File: src/rtl/tern_unary_unit.sv
module tern_unary_unit (
  input  logic [2:0] fn_sel,
  input  logic [1:0] a_trit,
  input  logic [1:0] k_neg,
  input  logic [1:0] k_zero,
  input  logic [1:0] k_pos,
  output logic [1:0] y_trit,
  output logic       err
);
  localparam logic [1:0] T_NEG  = 2'b11;
  localparam logic [1:0] T_ZERO = 2'b00;
  localparam logic [1:0] T_POS  = 2'b01;
  localparam logic [1:0] T_BAD  = 2'b10;

  localparam logic [2:0] FN_IDENT = 3'd0;
  localparam logic [2:0] FN_INC   = 3'd1;
  localparam logic [2:0] FN_DEC   = 3'd2;
  localparam logic [2:0] FN_MAX0  = 3'd3;
  localparam logic [2:0] FN_MIN0  = 3'd4;
  localparam logic [2:0] FN_PROG  = 3'd5;

  logic [1:0] leg_n, leg_z, leg_p;
  logic [1:0] mux_y;
  logic       fn_bad, a_bad, k_bad;

  always_comb begin
    leg_n = T_ZERO;
    leg_z = T_ZERO;
    leg_p = T_ZERO;
    fn_bad = 1'b0;
    case (fn_sel)
      FN_IDENT: begin leg_n = T_NEG;  leg_z = T_ZERO; leg_p = T_POS;  end
      FN_INC:   begin leg_n = T_ZERO; leg_z = T_POS;  leg_p = T_NEG;  end
      FN_DEC:   begin leg_n = T_POS;  leg_z = T_NEG;  leg_p = T_ZERO; end
      FN_MAX0:  begin leg_n = T_ZERO; leg_z = T_ZERO; leg_p = T_POS;  end
      FN_MIN0:  begin leg_n = T_NEG;  leg_z = T_ZERO; leg_p = T_ZERO; end
      FN_PROG:  begin leg_n = k_neg;  leg_z = k_zero; leg_p = k_pos;  end
      default:  fn_bad = 1'b1;
    endcase
  end

  always_comb begin
    case (a_trit)
      T_NEG:   mux_y = leg_n;
      T_ZERO:  mux_y = leg_z;
      T_POS:   mux_y = leg_p;
      default: mux_y = T_ZERO;
    endcase
  end

  assign a_bad  = (a_trit == T_BAD);
  assign k_bad  = (fn_sel == FN_PROG) &&
                  ((k_neg == T_BAD) || (k_zero == T_BAD) || (k_pos == T_BAD));
  assign err    = fn_bad | a_bad | k_bad;
  assign y_trit = err ? T_ZERO : mux_y;
endmodule


File: config.mk
export PLATFORM = sky130hd
export DESIGN_NAME = tern_unary_unit
export DESIGN_NICKNAME = d
export VERILOG_FILES = /design/src/rtl/tern_unary_unit.sv
export SDC_FILE = /design/constraint.sdc
export NUM_CORES = 1
export LEC_CHECK = 0
export ABC_CLOCK_PERIOD_IN_PS = 1400
export BUFFER_PORTS_ARGS = -buffer_cell sky130_fd_sc_hd__buf_4
export CORE_AREA = 2 2 39 41
export DETAILED_ROUTE_END_ITERATION = 12
export DIE_AREA = 0 0 41 43
export PLACE_DENSITY = 0.42
export SETUP_SLACK_MARGIN = 0.1
export SLEW_MARGIN = 20
export SYNTH_ARGS = -nofsm -noshare
export SYNTH_HDL_FRONTEND = slang
export SYNTH_SLANG_ARGS = --single-unit
File: constraint.sdc
create_clock -name vclk -period 1.4
set_clock_uncertainty 0.05 [all_clocks]
set_input_delay 0.21 -clock vclk [all_inputs]
set_output_delay 0.21 -clock vclk [all_outputs]
set_load 0.01 [all_outputs]
==> out/metrics.json <==
{
  "setup.worst_path.end_class": {"value": "primary output"},
  "arrival_time_reported_for_the_critical_path_endpoint": {"value": 1.17, "unit": "ns"},
  "numPortBuffers": {"value": 14},
  "path_class": {"value": "in2out"},
  "placement_rows": {"value": 14},
  "hold_class": {"value": "in2out"},
  "hold_violations": {"value": 0},
  "routabilityCongestion": {"value": 0.840},
  "drt-pass1-iter-count": {"value": 4},
  "syn-num-nets": {"value": 42},
  "antenna_cells": {"value": 0},
  "most-common-layout-cells": {"value": "sky130_fd_sc_hd__buf_4, sky130_fd_sc_hd__nand2_1, sky130_fd_sc_hd__nor2b_1, sky130_fd_sc_hd__buf_6"},
  "route.detailed.vias_per_inst": {"value": 4.30},
  "clock_power_share": {"value": 0},
  "antenna_found_initial": {"value": 0},
  "design.die.area": {"value": 1760, "unit": "sq um"},
  "power_frac_comb": {"value": 1.000},
  "antenna_violating_nets_post_route": {"value": 0},
  "power_switching_share": {"value": 0.422},
  "worst-path-max-fanout": {"value": 3},
  "peakVddDrop": {"value": 57.5, "unit": "uV"},
  "setup.worst_path.start_class": {"value": "input pin"},
  "violations_in_the_final_reports": {"value": "setup timing"},
  "first_global_vias": {"value": 235},
  "drive_above_1_share": {"value": 0.500},
  "static-leakage-power": {"value": 0.167, "unit": "nW"},
  "fin_crit_sh": {"value": 1.02},
  "grt_max_degree": {"value": 10},
  "final-instance-count-excl-fill": {"value": 64},
  "dpl.cell_count": {"value": 63},
  "final_nets": {"value": 61},
  "grt_usage": {"value": 0.0769},
  "fp.dieH": {"value": 43, "unit": "microns"},
  "finalHoldWorstSlack": {"value": 0.774, "unit": "ns"},
  "cap_violations": {"value": 0},
  "layout.area.seq": {"value": 0, "unit": "sq um"},
  "global_route_wire_length_before_repair": {"value": 1000, "unit": "microns"},
  "ys.warnings.count": {"value": 0},
  "postLayoutSetupSlackWorst": {"value": -0.0262, "unit": "ns"},
  "max-slew-margin-rel": {"value": 0.781},
  "num_io_pins": {"value": 14},
  "yosysUniqueCellTypes": {"value": 17},
  "yosysSeqAreaShare": {"value": 0},
  "vias": {"value": 275},
  "grt_overflow_total": {"value": 0},
  "p_seq_frac": {"value": 0},
  "min_period": {"value": 1.43, "unit": "ns"},
  "avg_synthesized_cell_area": {"value": 6.01, "unit": "sq um"},
  "fin_total_pwr": {"value": 0.000103, "unit": "W"},
  "num-clock-buffers": {"value": 0},
  "post_synth_instance_area": {"value": 186, "unit": "sq um"},
  "max_freq": {"value": 701, "unit": "MHz"},
  "effective_utilization_at_floorplan": {"value": 0.135},
  "unrepaired_setup_endpoints_after_global_routing": {"value": "yes"},
  "p_sw": {"value": 0.0000434, "unit": "W"},
  "design.seq.count": {"value": 0},
  "intPower": {"value": 0.0000594, "unit": "W"},
  "pd_cells": {"value": 291, "unit": "nW/um^2"},
  "routed_wirelength": {"value": 600, "unit": "microns"},
  "n_fill_cell": {"value": 160},
  "setup_viol_count_final": {"value": 1},
  "core": {"value": 1380, "unit": "sq um"},
  "postSynthCellCount": {"value": 31},
  "layout.cells.most_common": {"value": "sky130_fd_sc_hd__buf_4"},
  "post-route-drc-count": {"value": 0},
  "detail_route.iter0.violations": {"value": 1},
  "fin_setup_tns": {"value": -0.0262, "unit": "ns"},
  "post_cts_hold_buffer_count": {"value": 0},
  "hpwl_reported_at_the_end_of_detailed_placement": {"value": 545, "unit": "microns"},
  "die_width": {"value": 41, "unit": "microns"},
  "required_time_of_the_critical_path": {"value": 1.14, "unit": "ns"},
  "status": {"value": "finished with violations"},
  "avgRoutedWirePerCell": {"value": 9.38, "unit": "microns"},
  "syn2layout_area_growth": {"value": 89.3, "unit": "%"},
  "timing_worst_slew_pin_value": {"value": 0.328, "unit": "ns"},
  "report.final.slew_viol_count": {"value": 0},
  "utilization": {"value": 0.255}
}
final cells by class:
| type | count | area (sq um) | share of cell area |
|---|---|---|---|
| timing repair buffer | 18 | 146 | 0.415 |
| tap | 16 | 20.0 | 0.0567 |
| inverter | 4 | 15.0 | 0.0426 |
| multi-input combinational | 26 | 171 | 0.486 |
logic make-up (layout without fill, tap and decap cells):
family                 after synthesis  count (layout)  share of synthesized area
AND/OR/NAND/NOR                     16              16                      0.443
XOR/XNOR                             1               1                     0.0470
buffers and inverters                5              22                      0.107
AO/OA/AOI/OAI                        9               9                      0.403
power groups by stage:
stage	sequential [W]	clock, W	combinational [W]
CTS	0	0	0.000103
finish	0	0	0.000103
global placement	0	0	0.0000970
detailed placement	0	0	0.0000956
floorplan	0	0	0.0000417
global route	0	0	0.000112
synthesized netlist by cell type, drive strengths merged:
cell     count  area (sq um)
nand2        6          22.5
inv          4          15.0
nor2b        3          18.8
a21oi        2          10.0
and3         2          12.5
o21ai        2          10.0
o2bb2ai      2          17.5
a222oi       1          10.0
a31oi        1          12.5
and2b        1          7.51
buf          1          5.00
nand2b       1          6.26
nand3        1          5.00
nand4        1          6.26
nor2         1          3.75
o221ai       1          15.0
xnor2        1          8.76
critical path, cell delays in order:
cell and delay (ns):
sky130_fd_sc_hd__buf_6 0.07, sky130_fd_sc_hd__inv_2 0.03, sky130_fd_sc_hd__a222oi_1 0.36, sky130_fd_sc_hd__o221ai_2 0.19
sky130_fd_sc_hd__a31oi_2 0.17, sky130_fd_sc_hd__buf_4 0.14
through the flow:
| stage | area [sq um] | setup slack, ns |
|---|---|---|
| 5_1_grt | 353 | -0.100 |
| 4_1_cts | 349 | -0.0405 |
| 6_report | 353 | -0.0262 |
| 3_5_place_dp | 329 | -0.0891 |
| 2_1_floorplan | 186 | 0.114 |
| 3_3_place_gp | 329 | -0.0673 |
timing repair:
| action | CTS | global route |
|---|---|---|
| buffers inserted | 1 | 0 |
| pin swaps | 2 | 0 |
| resized for setup | 6 | 2 |
| setup endpoints to repair | 3 | 3 |
final timing paths:
check	from	slack, ns	cells past startpoint	to
setup / recovery	k_neg[0]	-0.03	6	y_trit[0]
hold / removal	a_trit[1]	0.77	4	y_trit[0]
per-layer routing:
layer,track usage,wire length (microns)
met2,0.138,324
met3,0.00524,27
met1,0.101,249
met4,0,0
met5,0,0
(Power assumes the default switching activity.)
